<file path="config.mk">
export PLATFORM = sky130hd
export DESIGN_NAME = bus_sizer
export DESIGN_NICKNAME = d
export VERILOG_FILES = /design/src/rtl/bus_sizer_pkg.sv /design/src/rtl/bus_sizer_plan.sv /design/src/rtl/bus_sizer_timer.sv /design/src/rtl/bus_sizer_iowin.sv /design/src/rtl/bus_sizer.sv
export SDC_FILE = /design/constraint.sdc
export NUM_CORES = 1
export LEC_CHECK = 0
export BUFFER_PORTS_ARGS = -buffer_cell sky130_fd_sc_hd__buf_2
export CORE_MARGIN = 2
export CORE_UTILIZATION = 40
export CTS_CLUSTER_DIAMETER = 120
export DETAILED_ROUTE_END_ITERATION = 6
export HOLD_SLACK_MARGIN = 0.08
export PLACE_DENSITY_LB_ADDON = 0.1
export SLEW_MARGIN = 20
export SYNTH_ARGS = -nofsm -noshare
export SYNTH_HDL_FRONTEND = slang
export SYNTH_SLANG_ARGS = --single-unit
export TNS_END_PERCENT = 1
</file>
<file path="constraint.sdc">
create_clock -name clk -period 4.8 [get_ports clk]
set_clock_uncertainty 0.15 [all_clocks]
set_input_delay 0.96 -clock clk [delete_from_list [all_inputs] [get_ports clk]]
set_output_delay 0.96 -clock clk [all_outputs]
set_load 0.02 [all_outputs]
</file>
<file path="src/rtl/bus_sizer_pkg.sv">
package bus_sizer_pkg;

  typedef enum logic [1:0] {
    FSM_IDLE = 2'd0,
    FSM_BUS  = 2'd1,
    FSM_DONE = 2'd2
  } fsm_e;

  // last in-window offset within the F000 page segment
  function automatic logic [11:0] win_limit(input logic [1:0] code);
    logic [11:0] lim;
    case (code)
      2'b00:   lim = 12'h03F;
      2'b01:   lim = 12'h0FF;
      2'b10:   lim = 12'h3FF;
      default: lim = 12'h7FF;
    endcase
    return lim;
  endfunction

endpackage

</file>
<file path="src/rtl/bus_sizer_plan.sv">
// Per-cycle plan: beat count, cycle address, lanes and write data for a beat.
module bus_sizer_plan #(
  parameter int ADDR_W = 24
) (
  input  logic [ADDR_W-1:0] base_addr,
  input  logic [1:0]        size,
  input  logic              wide,
  input  logic [1:0]        beat,
  input  logic [31:0]       wdata,
  output logic [1:0]        nb_m1,
  output logic [ADDR_W-1:0] cyc_addr,
  output logic              use_hi,
  output logic              use_lo,
  output logic [15:0]       dout
);
  logic [1:0]        bidx;
  logic              widx;
  logic [ADDR_W-1:0] aligned;

  always_comb begin
    aligned  = {base_addr[ADDR_W-1:1], 1'b0};
    nb_m1    = 2'd0;
    cyc_addr = base_addr;
    use_hi   = 1'b1;
    use_lo   = 1'b0;
    dout     = 16'h0000;
    bidx     = 2'd0;
    widx     = 1'b0;
    if (!wide) begin
      // narrow space: one byte per cycle, upper lane, MSB first
      case (size)
        2'b00:   nb_m1 = 2'd0;
        2'b01:   nb_m1 = 2'd1;
        default: nb_m1 = 2'd3;
      endcase
      bidx     = nb_m1 - beat;
      cyc_addr = base_addr + ADDR_W'(beat);
      dout     = {wdata[{bidx, 3'b000} +: 8], 8'h00};
    end else if (size == 2'b00) begin
      use_hi = ~base_addr[0];
      use_lo = base_addr[0];
      dout   = base_addr[0] ? {8'h00, wdata[7:0]} : {wdata[7:0], 8'h00};
    end else begin
      nb_m1    = size[1] ? 2'd1 : 2'd0;
      widx     = nb_m1[0] & ~beat[0];
      use_lo   = 1'b1;
      cyc_addr = aligned + ADDR_W'({beat, 1'b0});
      dout     = widx ? wdata[31:16] : wdata[15:0];
    end
  end
endmodule

</file>
<file path="src/rtl/bus_sizer_timer.sv">
// State counter inside one external cycle.
module bus_sizer_timer (
  input  logic       clk,
  input  logic       rst_n,
  input  logic       run,
  input  logic       slow,
  input  logic [1:0] waits,
  output logic [2:0] st,
  output logic       last
);
  logic [2:0] len_m1;

  assign len_m1 = slow ? (3'd2 + {1'b0, waits}) : 3'd1;
  assign last   = run && (st == len_m1);

  always_ff @(posedge clk or negedge rst_n) begin
    if (!rst_n)            st <= 3'd0;
    else if (!run || last) st <= 3'd0;
    else                   st <= st + 3'd1;
  end


  st_range_chk: assert property (@(posedge clk) disable iff (!rst_n)
    run |-> (st <= len_m1));
endmodule

</file>
<file path="src/rtl/bus_sizer_iowin.sv">
// I/O window settings and address match.
module bus_sizer_iowin import bus_sizer_pkg::*; #(
  parameter int ADDR_W = 24
) (
  input  logic              clk,
  input  logic              rst_n,
  input  logic              win_ld,
  input  logic [1:0]        win_d,
  input  logic              en_ld,
  input  logic              en_d,
  input  logic [ADDR_W-1:0] addr,
  output logic              io_en,
  output logic              hit
);
  logic [1:0] win_q;

  always_ff @(posedge clk or negedge rst_n) begin
    if (!rst_n) begin
      win_q <= 2'b11;
      io_en <= 1'b0;
    end else begin
      if (win_ld) win_q <= win_d;
      if (en_ld)  io_en <= en_d;
    end
  end

  assign hit = (&addr[ADDR_W-1:12]) && (addr[11:0] <= win_limit(win_q));


  en_hold_chk: assert property (@(posedge clk) disable iff (!rst_n)
    !en_ld |=> $stable(io_en));

  win_hold_chk: assert property (@(posedge clk) disable iff (!rst_n)
    !win_ld |=> $stable(win_q));
endmodule

</file>
<file path="src/rtl/bus_sizer.sv">
module bus_sizer import bus_sizer_pkg::*; #(
  parameter int ADDR_W = 24,
  parameter int AREAS  = 8
) (
  input  logic                 clk,
  input  logic                 rst_n,
  input  logic                 req_valid,
  output logic                 req_ready,
  input  logic [ADDR_W-1:0]    req_addr,
  input  logic [1:0]           req_size,
  input  logic                 req_write,
  input  logic [31:0]          req_wdata,
  output logic                 done,
  output logic [31:0]          rdata,
  input  logic [AREAS-1:0]     cfg_wide,
  input  logic [AREAS-1:0]     cfg_slow,
  input  logic [2*AREAS-1:0]   cfg_wait,
  input  logic                 cfg_win_ld,
  input  logic [1:0]           cfg_win_d,
  input  logic                 cfg_en_ld,
  input  logic                 cfg_en_d,
  output logic [ADDR_W-1:0]    ext_addr,
  output logic                 ext_strb_n,
  output logic                 ext_rd_n,
  output logic                 ext_wr_hi_n,
  output logic                 ext_wr_lo_n,
  output logic                 ext_doe,
  output logic [15:0]          ext_dout,
  input  logic [15:0]          ext_din
);
  localparam int AREA_W = (AREAS > 1) ? $clog2(AREAS) : 1;

  fsm_e              fsm_q;
  logic [ADDR_W-1:0] addr_q;
  logic [1:0]        size_q;
  logic              wr_q;
  logic [31:0]       wd_q;
  logic              wide_q, slow_q;
  logic [1:0]        wait_q;
  logic [1:0]        beat_q;
  logic [31:0]       rbuf_q;

  logic              busy, active;
  logic [AREA_W-1:0] area_sel;
  logic [1:0]        nb_m1;
  logic [ADDR_W-1:0] cyc_addr;
  logic              use_hi, use_lo;
  logic [15:0]       pdout;
  logic [2:0]        st;
  logic              last;
  logic              io_en, hit;
  logic [7:0]        cap8;
  logic [31:0]       rbuf_nx;

  assign busy     = (fsm_q == FSM_BUS);
  assign active   = busy && (st != 3'd0);
  assign area_sel = req_addr[ADDR_W-1 -: AREA_W];

  bus_sizer_plan #(.ADDR_W(ADDR_W)) u_plan (
    .base_addr (addr_q),
    .size      (size_q),
    .wide      (wide_q),
    .beat      (beat_q),
    .wdata     (wd_q),
    .nb_m1     (nb_m1),
    .cyc_addr  (cyc_addr),
    .use_hi    (use_hi),
    .use_lo    (use_lo),
    .dout      (pdout)
  );

  bus_sizer_timer u_timer (
    .clk   (clk),
    .rst_n (rst_n),
    .run   (busy),
    .slow  (slow_q),
    .waits (wait_q),
    .st    (st),
    .last  (last)
  );

  bus_sizer_iowin #(.ADDR_W(ADDR_W)) u_iowin (
    .clk    (clk),
    .rst_n  (rst_n),
    .win_ld (cfg_win_ld),
    .win_d  (cfg_win_d),
    .en_ld  (cfg_en_ld),
    .en_d   (cfg_en_d),
    .addr   (cyc_addr),
    .io_en  (io_en),
    .hit    (hit)
  );

  // read assembly: shift in one byte or one halfword per cycle
  always_comb begin
    cap8    = (wide_q && use_lo) ? ext_din[7:0] : ext_din[15:8];
    rbuf_nx = (wide_q && size_q != 2'b00) ? {rbuf_q[15:0], ext_din}
                                          : {rbuf_q[23:0], cap8};
  end

  always_ff @(posedge clk or negedge rst_n) begin
    if (!rst_n) begin
      fsm_q  <= FSM_IDLE;
      addr_q <= '0;
      size_q <= 2'b00;
      wr_q   <= 1'b0;
      wd_q   <= '0;
      wide_q <= 1'b0;
      slow_q <= 1'b0;
      wait_q <= 2'b00;
      beat_q <= 2'd0;
      rbuf_q <= '0;
    end else begin
      case (fsm_q)
        FSM_IDLE: if (req_valid) begin
          fsm_q  <= FSM_BUS;
          addr_q <= req_addr;
          size_q <= req_size;
          wr_q   <= req_write;
          wd_q   <= req_wdata;
          wide_q <= cfg_wide[area_sel];
          slow_q <= cfg_slow[area_sel];
          wait_q <= cfg_wait[{area_sel, 1'b0} +: 2];
          beat_q <= 2'd0;
          rbuf_q <= '0;
        end
        FSM_BUS: if (last) begin
          if (!wr_q) rbuf_q <= rbuf_nx;
          if (beat_q == nb_m1) fsm_q <= FSM_DONE;
          else                 beat_q <= beat_q + 2'd1;
        end
        default: fsm_q <= FSM_IDLE;
      endcase
    end
  end

  assign req_ready   = (fsm_q == FSM_IDLE);
  assign done        = (fsm_q == FSM_DONE);
  assign rdata       = rbuf_q;
  assign ext_addr    = busy ? cyc_addr : '0;
  assign ext_rd_n    = ~(active && !wr_q);
  assign ext_wr_hi_n = ~(active && wr_q && use_hi);
  assign ext_wr_lo_n = ~(active && wr_q && use_lo);
  assign ext_doe     = busy && wr_q;
  assign ext_dout    = (busy && wr_q) ? pdout : 16'h0000;
  assign ext_strb_n  = ~(active && (!io_en || hit));


  done_ready_chk: assert property (@(posedge clk) disable iff (!rst_n)
    done |=> req_ready);

  accept_busy_chk: assert property (@(posedge clk) disable iff (!rst_n)
    (req_valid && req_ready) |=> (!req_ready && !done));

  narrow_lane_chk: assert property (@(posedge clk) disable iff (!rst_n)
    (busy && !wide_q) |-> (ext_wr_lo_n && ext_dout[7:0] == 8'h00));

  rd_wr_excl_chk: assert property (@(posedge clk) disable iff (!rst_n)
    !(!ext_rd_n && (!ext_wr_hi_n || !ext_wr_lo_n)));

  idle_quiet_chk: assert property (@(posedge clk) disable iff (!rst_n)
    !busy |-> (ext_strb_n && ext_rd_n && ext_wr_hi_n && ext_wr_lo_n));
endmodule

</file>
==> results of run 1 <==
-- cell usage in the layout, fill, tap and decap left out, drive strengths merged, types with 6 or more instances in the layout --
cell type / n
buf: 209
dfrtp: 103
nand2: 73
mux2: 57
nor2: 41
mux2i: 37
o31ai: 32
nand3: 21
a21oi: 19
inv: 17
mux4: 16
o21ai: 14
xnor2: 13
nand4: 12
ha: 12
clkbuf: 12
nor2b: 10
a311oi: 9
and4: 9
a22oi: 8
xor2: 7
and2: 7
nor4: 7
a31oi: 6
-- cells by family after synthesis --
family                   share of synthesized area, %
flip-flops                                       39.2
AND/OR/NAND/NOR                                  15.5
AO/OA/AOI/OAI                                    14.3
XOR/XNOR                                         2.61
multiplexers                                     20.8
buffers and inverters                            4.67
adder cells (fa/ha/maj)                          2.84
-- what timing repair did --
item                       CTS  global route
cloned                       0             0
gates resized for setup      4             4
buffers inserted             0             4
setup endpoints to repair    1             2
pin swaps                    0             1
-- cells in the mapped netlist (4+ instances only) --
master	n	area share, %
o21ai_0	14	1.0
and2_1	7	0.65
o31ai_2	28	5.2
nand2_1	73	4.1
nor2b_1	10	0.93
o31ai_1	4	0.45
mux4_2	10	3.4
o21a_1	4	0.45
nand4_1	12	1.1
a311oi_1	9	1.2
mux2_2	57	9.6
a22oi_1	8	0.90
mux4_1	6	2.4
o211ai_1	4	0.45
xor2_1	7	0.91
xnor2_1	13	1.7
a21oi_1	19	1.4
nor3_1	5	0.37
inv_1	14	0.78
or3_1	5	0.47
nor2_1	41	2.3
clkbuf_1	20	1.1
ha_1	12	2.2
buf_2	16	1.2
buf_6	6	1.0
nand3_1	21	1.6
and4_1	9	1.2
mux2i_1	37	5.5
nor4_1	7	0.65
a31oi_1	6	0.56
dfrtp_1	103	38
-- tightest hold or removal path, delay by kind of cell (launching register included) --
family	cells	cell delay, ns
flops	1	0.34
simple gates	1	0.06
compound gates	1	0.05
-- through the flow --
step                TNS [ns]  cells  worst slack [ns]  hold WS (ns)
finish                     0   1036            0.0373         0.328
floorplan                  0    638             0.555         0.332
global placement           0   1016             0.374         0.311
CTS                        0   1032            0.0113         0.333
global route          -0.123   1036            -0.123         0.371
detailed placement         0   1016             0.280         0.317
-- cell type report --
cell class                 count  area, um2
inverter                      16       60.1
clock buffer                  12        236
fill                        1619       8290
clock inverter                 4       76.3
tap                          220        275
timing repair buffer         209       1090
multi-input combinational    470       3810
sequential                   105       2630
-- sequential cells by signal, summed over array words and instances, names as in the netlist --
name	count
wr_q	1
u_iowin.win_q	2
u_iowin.io_en	1
size_q	2
beat_q	2
addr_q	24
wd_q	32
wide_q	1
wait_q	2
fsm_q	2
slow_q	1
rdata	32
u_timer.st	3
-- report_power, final --
part / internal [uW] / switching, uW / leakage [uW] / total, uW
clock: 460 / 331 / 0.000147 / 791
sequential: 1300 / 502 / 0.00128 / 1800
combinational: 1500 / 2100 / 0.00240 / 3600
total: 3260 / 2940 / 0.00383 / 6200
-- layer usage --
| metal | share of wire [%] | wire length (um) | vias up | GRT usage (%) |
|---|---|---|---|---|
| met4 | 0.65 | 119 | 0 | 4.91 |
| met1 | 46 | 8450 | 2737 | 29.0 |
| met2 | 48 | 8680 | 168 | 32.6 |
| met3 | 5.6 | 1020 | 8 | 4.72 |
| met5 | 0 | 0 | - | 0 |
| li1 | - | - | 2698 | - |
-- worst paths after layout --
path	start	endpoint	slack [ns]	depth (start not counted)
worst max-delay path	addr_q[0]	ext_strb_n	0.04	14
worst min-delay path	rdata[27]	rdata[27]	0.33	2
worst max register to register	u_timer.st[2]	rdata[9]	2.23	7
worst min register to register	rdata[27]	rdata[27]	0.33	2
max in group asynchronous	rst_n	wd_q[30]	3.12	2
min in group asynchronous	rst_n	addr_q[5]	0.47	1
==> impl_results.md, run 1 <==
* Outcome: finished, final reports clean
* CP required at 3.69 ns
* Initial Util at 40.7%
* Peak Freq at 0.210 GHz
* Post-Route WL at 18300 um
* Synthesis Warnings at 0
* Initial DRC Count at 289
* Syn Area/Cell at 10.5 um2
* Kind of cell adding the most delay to the critical path: simple AND/OR/NAND/NOR gates
* Die Area at 17800 um2
* Pins Over Slew Limit at 0
* Clock Path Buffers at 2
* Maximum single-stage delay on the critical path at 0.43 ns
* Critical path type: flip-flop to output port
* Post-synthesis cell type count at 61
* Gr usage total at 20.7%
* Final hold violation count at 0
* Vias post-DR at 5611
* Slew headroom at 49.9%
* Gr ovfl total at 0
* Crit-path most repeated cell: ha_1
* Hold-fix buffers, CTS at 0
* Drt drc at 0
* Largest net degree at the start of global routing at 56
* Seq cells post-synth at 105
* Tot Pwr at 6200 uW
* # nets final at 940
* Placed inst area at 7800 um2
* # IOs at 194
* Cell Area, Synth at 6700 um2
* Synthesized instance count at 638
* CP endpoint kind: output port
* Post-synthesis sequential area ratio at 39.2%
* Clk slew on worst S/H paths at 0.07 ns
* Crit-path cells: ha_1 -> fa_2 -> and4b_1 -> a21o_1 -> nand2_1 -> xnor2_1 -> ha_1 -> and4_1 -> nand3_1 -> nand4bb_1 -> o41a_1 -> nor4_2 -> a31oi_1 -> buf_2
* Initial antenna violation count at 0
* Syn Nets at 767
* Vias/cell at 5.42
* Clk root buf: clkbuf_16
* Finished Cell Area at 8180 um2
* CTS H-tree depth at 3
* P_leak at 0.00383 uW
* Routed WL per cell at 17.6 um
* Global-route wire length before repair at 29500 um
* Async set-reset flop share out of synthesis at 100%
* Final RePlAce weighted congestion at 0.841
* Pre-antenna DRT Iters at 4
* Post-synth EDFFs at 0
* Pwr dens at 758 nW/um2
* Skew-Pair Late Insertion Delay at 0.35 ns
* Final setup violation count at 0
* Arrival @ worst endpoint at 3.65 ns
* Die Wd at 133 um
* Final ANT Viol Nets at 0
* Vias in the first global route at 5668
* # diodes at 0
* VDD IR-drop max at 295 uV
* Worst path slowest cell: dfrtp_2
* Worst slew pin tran at 0.748 ns
* Height of the die at 133 um
* Worst Path Buf+Inv at 1
* Fin crit period at 4.76 ns
* Area Overhead vs Synth at 21.9%
* Period utilisation layout at 99.2%
* Hold crit path type: flip-flop to flip-flop
* Final Util at 49.7%
* IO Port Bufs at 193
* Main synth FF type: dfrtp_1
* Critical path peak fanout at 4
* Crit path launch type: flip-flop
* Proportion of layout cells with a drive suffix above 1 at 41.1%
* CTS tree: built
* Clk sinks at 105
* TritonCTS Buffers at 9
* Rows at 47
* Max Cap Viol at 0
* DP HPWL at 13400 um
* RSZ-0062 raised after global routing: yes
* Core ar. at 16500 um2
(Power assumes the default switching activity.)
==> inputs of run 2 (changes only) <==
Clock period 4.8 ns to 3.9 ns, I/O delays scaled along.
==> run 2 against run 1 <==
The flow now finishes with violations (setup timing). Via count rose by 3.9%. Sequential power rose by 20%. Hold slack worse by 0.019 ns.
==> impl_results.md, run 2 (synthesis results as in run 1) <==
* Largest net degree at the start of global routing at 84 (+50%)
* Failing checks: setup timing
* Max Cap Viol at 0 (unchanged)
* FF-to-FF setup slack at 1.38 ns (-0.85 ns)
* Arrival @ worst endpoint at 3.62 ns (-0.03 ns)
* Crit-path cells: ha_2 -> fa_2 -> and4b_1 -> a21o_1 -> nand2_2 -> xnor2_2 -> ha_1 -> and4_1 -> nand3_2 -> nand4bb_1 -> o41a_1 -> nor4_4 -> a31oi_2 -> buf_4
* Min Hold Slack at 0.309 ns (-0.0188 ns)
* # diodes at 0 (unchanged)
* Initial antenna violation count at 0 (unchanged)
* Worst path slowest cell: dfrtp_1
* Reg-to-reg startpoint: u_timer.st[0]
* Rows at 47 (unchanged)
* Critical path type: flip-flop to output port
* Vias post-DR at 5831 (+3.9%)
* CP endpoint kind: output port
* IO Port Bufs at 193 (unchanged)
* Post-Route WL at 19600 um (+7.1%)
* Initial DRC Count at 385 (+33%)
* R2R cell count at 6 (-1)
* Hold crit path type: input pin to async pin
* Core ar. at 16500 um2 (unchanged)
* Most common cell after layout, fill and taps aside: buf_2
* Slew headroom at 44.5% (-5.4 points)
* Gr usage total at 22.1% (+1.4 points)
* RSZ-0062 raised after global routing: yes
* Top sig layer: met4
* # nets final at 963 (+2.4%)
* Skew-Pair Late Insertion Delay at 0.36 ns (about the same)
* Clk sinks at 105 (unchanged)
* Met3 Wirelength at 1260 um (+23%)
* Final ANT Viol Nets at 0 (unchanged)
* Clk root buf: clkbuf_16
* Fin crit period at 4.55 ns
* Routed WL per cell at 18.5 um (+4.8%)
* Vias in the first global route at 5933 (+4.7%)
* Initial Util at 40.7% (unchanged)
* Worst setup slack after layout at -0.653 ns (-0.690 ns)
* Pwr dens at 947 nW/um2 (+25%)
* RR Endpoint: rdata[2]
* Final setup violation count at 1 (+1)
* CTS tree: built
* Drt drc at 0 (unchanged)
* DP HPWL at 14500 um (+8.1%)
* Final RePlAce weighted congestion at 0.934 (+11%)
* VDD IR-drop max at 542 uV (+84%)
* Hold-fix buffers, CTS at 0 (unchanged)
* Clock Path Buffers at 2 (unchanged)
* Proportion of layout cells with a drive suffix above 1 at 44.2% (+3.2 points)
* Crit path capture: ext_strb_n
* Pre-antenna DRT Iters at 4 (unchanged)
* Wl on met1 at 8530 um (+0.98%)
* Height of the die at 133 um (unchanged)
* WL met2 at 9160 um (+5.5%)
* Area Overhead vs Synth at 25.7%
* Period utilisation layout at 117%
* TritonCTS Buffers at 9 (unchanged)
* Final hold violation count at 0 (unchanged)
* # IOs at 194 (unchanged)
* P_leak at 0.00396 uW (+3.4%)
* Critical path peak fanout at 3 (-1)
* CP required at 2.97 ns (-0.72 ns)
* Most frequent cells in the layout: 187 x buf_2, 103 x dfrtp_1, 72 x nand2_1
* CTS H-tree depth at 3 (unchanged)
* Pins Over Slew Limit at 0 (unchanged)
* Worst Setup SP: beat_q[0]
* Die Wd at 133 um (unchanged)
* Global-route wire length before repair at 31200 um (+5.6%)
* Kind of cell adding the most delay to the critical path: simple AND/OR/NAND/NOR gates
* Worst Path Buf+Inv at 1 (unchanged)
* Clk slew on worst S/H paths at 0.08 ns (about the same)
* Critical path depth at 14 (unchanged)
* Outcome: finished with violations
* Worst slew pin tran at 0.832 ns (+0.0837 ns)
* Die Area at 17800 um2 (unchanged)
* Crit path launch type: flip-flop
* Maximum single-stage delay on the critical path at 0.41 ns (-0.02 ns)
* Peak Freq at 0.220 GHz
* Vias/cell at 5.51 (+1.7%)
* Gr ovfl total at 0 (unchanged)
* Setup_tns at -0.653 ns (-0.653 ns)
-- run 2: how the worst min path moves through the flow --
| stage | startpoint | cells past startpoint | slack [ns] | end |
|---|---|---|---|---|
| finish | rst_n | 1 | 0.31 | addr_q[8] |
| global route | rdata[30] | 2 | 0.37 | rdata[30] |
| global placement | rdata[30] | 2 | 0.32 | rdata[30] |
| floorplan | rst_n | 0 | 0.33 | addr_q[0] |
| detailed placement | rdata[30] | 2 | 0.33 | rdata[30] |
| CTS | rdata[30] | 2 | 0.34 | rdata[30] |
-- run 2: layout make-up --
class | instances | area (um2)
fillers | 1567 | 8040
multi-input cells | 470 | 3870
flip-flops and latches | 105 | 2630
repair buffers | 232 | 1280
well taps | 220 | 275
clock buffers | 12 | 256
inverters | 16 | 62.6
clock inverters | 4 | 51.3
-- run 2: what timing repair did --
action,4_1_cts,5_1_grt
setup buffers,2,0
endpoints found under the setup margin,4,9
hold endpoints to repair,0,0
pin swaps,6,2
resized for setup,10,11
-- run 2: worst reg2reg max path: stages, from the launching register on --
cell,delay [ns]
dfrtp_1,0.42
inv_2,0.06
or4_4,0.55
a211oi_1,0.38
o21bai_4,0.27
buf_4,0.33
o31ai_1,0.26
-- run 2: power breakdown --
part | internal, uW | total (uW) | switching [uW]
Clock | 534 | 966 | 431
Sequential | 1600 | 2160 | 561
Combinational | 2060 | 4850 | 2790
-- run 2: per-layer routing --
metal	track usage, %	vias to the layer above
li1	-	2752
met1	29.2	2831
met2	35.9	208
met3	3.81	40
met4	9.52	0
met5	0	-
-- run 2: through the flow --
| step | std cells | area [um2] | util, % | setup slack [ns] | total power [uW] |
|---|---|---|---|---|---|
| 2_1_floorplan | 638 | 6730 | - | -0.0839 | 5410 |
| 3_3_place_gp | 1041 | 8010 | 48.6 | -0.180 | 6760 |
| 3_5_place_dp | 1041 | 8010 | 48.6 | -0.368 | 6890 |
| 4_1_cts | 1059 | 8380 | 50.9 | -0.647 | 7940 |
| 5_1_grt | 1059 | 8430 | 51.2 | -0.777 | 8520 |
| 6_report | 1059 | 8430 | 51.2 | -0.653 | 7980 |
==> inputs of run 3 (changes only) <==
==> constraint.sdc (replaced) <==
create_clock -name clk -period 3.9 [get_ports clk]
set_clock_uncertainty 0.15 [all_clocks]
set_input_delay 0.39 -clock clk [delete_from_list [all_inputs] [get_ports clk]]
set_output_delay 0.39 -clock clk [all_outputs]
set_load 0.02 [all_outputs]
==> run 3 against run 2 <==
The run still ends with setup timing left. Register-to-register slack gained 0.08 ns. Via count shrank 2.7%. Sequential share of layout area up 0.62 points. Critical path depth stayed put. Fmax increased by 9.9%. Final area is 1.9% lower. Cell count is 1.3% lower. Non-clock buffer count shrank 14. Die area unchanged. Sequential power barely moved. Critical endpoint unchanged.
==> impl_results.md, run 3 (synthesis results as in run 1) <==
* Outcome: finished with violations
* Failing checks: setup timing
* Gr ovfl total at 0 (unchanged)
* Fin crit period at 4.14 ns (-0.410 ns)
* FF-to-FF setup slack at 1.46 ns (+0.08 ns)
* Clk slew on worst S/H paths at 0.08 ns (about the same)
* CTS tree: built
* # diodes at 0 (unchanged)
* Final RePlAce weighted congestion at 0.869 (-7.0%)
* Clk sinks at 105 (unchanged)
* Most frequent cells in the layout: 192 x buf_2, 102 x dfrtp_1, 73 x nand2_1
* Skew-Pair Late Insertion Delay at 0.36 ns (about the same)
* Part of the power in registers at 28.2% (+1.1 points)
* Pins Over Slew Limit at 0 (unchanged)
* Initial antenna violation count at 0 (unchanged)
* VDD IR-drop max at 372 uV (-31%)
* Proportion of layout cells with a drive suffix above 1 at 41.3% (-2.9 points)
* Gr usage total at 21.0% (-1.1 points)
* Largest net degree at the start of global routing at 106 (+26%)
* Hold Startpoint: req_addr[0]
* Post-Route WL at 18300 um (-6.7%)
* Crit path launch type: flip-flop
* Final hold violation count at 0 (unchanged)
* Finished Cell Area at 8270 um2 (-1.9%)
* # nets final at 949 (-1.5%)
* TritonCTS Buffers at 9 (unchanged)
* Most common cell after layout, fill and taps aside: buf_2
* CP endpoint kind: output port
* Worst slew pin tran at 0.783 ns (-0.0487 ns)
* Net Sw Frac at 47.0% (-0.36 points)
* Worst setup slack after layout at -0.243 ns (+0.410 ns)
* Max Cap Viol at 0 (unchanged)
* Post-Layout Cell Count at 1045 (-1.3%)
* Pwr dens at 934 nW/um2 (-1.4%)
* Core ar. at 16500 um2 (unchanged)
* Area Overhead vs Synth at 23.3%
* Pre-antenna DRT Iters at 4 (unchanged)
* Clk root buf: clkbuf_16
* Die Area at 17800 um2 (unchanged)
* Initial Util at 40.7% (unchanged)
* Vias post-DR at 5672 (-2.7%)
* Height of the die at 133 um (unchanged)
* RR Endpoint: rdata[1]
* CP required at 3.36 ns (+0.39 ns)
* Slew headroom at 47.8% (+3.2 points)
* R2R cell count at 6 (unchanged)
* Global-route wire length before repair at 29800 um (-4.2%)
* Net Sw Power at 3630 uW (-4.0%)
* Arrival @ worst endpoint at 3.60 ns (-0.02 ns)
* Vias in the first global route at 5719 (-3.6%)
* Clock Path Buffers at 2 (unchanged)
* Power Internal at 4090 uW (-2.6%)
* Hold crit path type: input pin to flip-flop
* CTS H-tree depth at 3 (unchanged)
* Critical path peak fanout at 5 (+2)
* Final ANT Viol Nets at 0 (unchanged)
* Period utilisation layout at 106% (-11 points)
* Placed inst area at 7880 um2 (-1.7%)
* Combinational share of power at 58.8% (-2.0 points)
* Die Wd at 133 um (unchanged)
* RSZ-0062 raised after global routing: yes
* Final setup violation count at 1 (unchanged)
* Routed WL per cell at 17.5 um (-5.5%)
* Inst Count DP at 1024 (-1.6%)
* IO Port Bufs at 193 (unchanged)
* Reg-to-reg startpoint: u_timer.st[0]
* Rows at 47 (unchanged)
* Critical path type: flip-flop to output port
* P_leak at 0.00388 uW (-2.0%)
* WHS Endpoint: addr_q[0]
* Hold path cells at 2
* Vias/cell at 5.43 (-1.4%)
* # IOs at 194 (unchanged)
* DP HPWL at 13400 um (-7.9%)
* Drt drc at 0 (unchanged)
* Peak Freq at 0.241 GHz (+9.9%)
* Initial DRC Count at 367 (-4.7%)
* Power share of the clock group at 13.0% (+0.9 points)
-- run 3: cell count changes in the layout (fill, tap and decap cells not counted), moves of 2 or more --
cell,before,now
a311oi_1,4,9
a311oi_2,5,0
buf_2,187,192
buf_4,44,22
dlygate4sd3_1,0,3
ha_1,10,12
ha_2,2,0
nor2_1,39,41
nor2_2,2,0
-- run 3: how the worst max path moves through the flow --
stage | startpoint | to | slack [ns] | cells after the start
2_1_floorplan | beat_q[0] | ext_strb_n | 0.23 | 14
5_1_grt | beat_q[0] | ext_strb_n | -0.47 | 14
4_1_cts | beat_q[0] | ext_strb_n | -0.29 | 14
3_5_place_dp | addr_q[1] | ext_strb_n | -0.07 | 14
6_report | beat_q[0] | ext_strb_n | -0.24 | 14
3_3_place_gp | addr_q[1] | ext_strb_n | 0.06 | 14
-- run 3: metrics by stage --
| step | setup slack, ns | setup TNS (ns) | utilization (%) | total power, uW | hold WS (ns) |
|---|---|---|---|---|---|
| after floorplan | 0.225 | 0 | - | 5400 | -0.0556 |
| after global placement | 0.0595 | 0 | 47.8 | 6610 | 0.305 |
| after detailed placement | -0.0690 | -0.0690 | 47.8 | 6730 | 0.317 |
| after CTS | -0.286 | -0.286 | 50.2 | 7790 | 0.0907 |
| after global routing | -0.470 | -0.470 | 50.2 | 8320 | 0.0888 |
| final | -0.243 | -0.243 | 50.2 | 7720 | 0.106 |
-- run 3: critical path, stage by stage, from the launching register on --
cell and delay, ns:
dfrtp_1 0.40, ha_1 0.21, fa_1 0.39, and4b_1 0.23
a21o_1 0.21, nand2_1 0.10, xnor2_1 0.09, ha_1 0.32
and4_1 0.19, nand3_1 0.07, nand4bb_1 0.18, o41a_1 0.35
nor4_2 0.22, a31oi_1 0.12, buf_2 0.17
-- run 3: power groups by stage --
stage / Combinational (uW) / Sequential [uW] / Clock (uW)
2_1_floorplan: 3240 / 2150 / 0
3_3_place_gp: 4450 / 2160 / 0
3_5_place_dp: 4540 / 2190 / 0
4_1_cts: 4570 / 2170 / 1040
5_1_grt: 4960 / 2280 / 1090
6_report: 4540 / 2180 / 1000
-- run 3: layout make-up --
| class | instances | area [um2] |
|---|---|---|
| fillers | 1594 | 8200 |
| multi-input cells | 470 | 3800 |
| flip-flops and latches | 105 | 2630 |
| repair buffers | 218 | 1180 |
| well taps | 220 | 275 |
| clock buffers | 10 | 239 |
| clock inverters | 6 | 88.8 |
| inverters | 16 | 60.1 |
-- run 3: repair_timing --
item                                    CTS  global route
buffers inserted                          1             1
hold endpoints to repair                104             0
gates resized for setup                   4             1
endpoints found under the setup margin    1             1
pin swaps                                 0             1
hold buffers                              3             0
gates cloned                              0             0
-- run 3: per-layer routing --
| layer | share of wire (%) | track usage [%] | vias to the layer above |
|---|---|---|---|
| met1 | 45 | 28.4 | 2768 |
| met4 | 1.1 | 5.67 | 0 |
| met2 | 48 | 34.2 | 152 |
| li1 | - | - | 2733 |
| met5 | 0 | 0 | - |
| met3 | 6.0 | 4.72 | 19 |
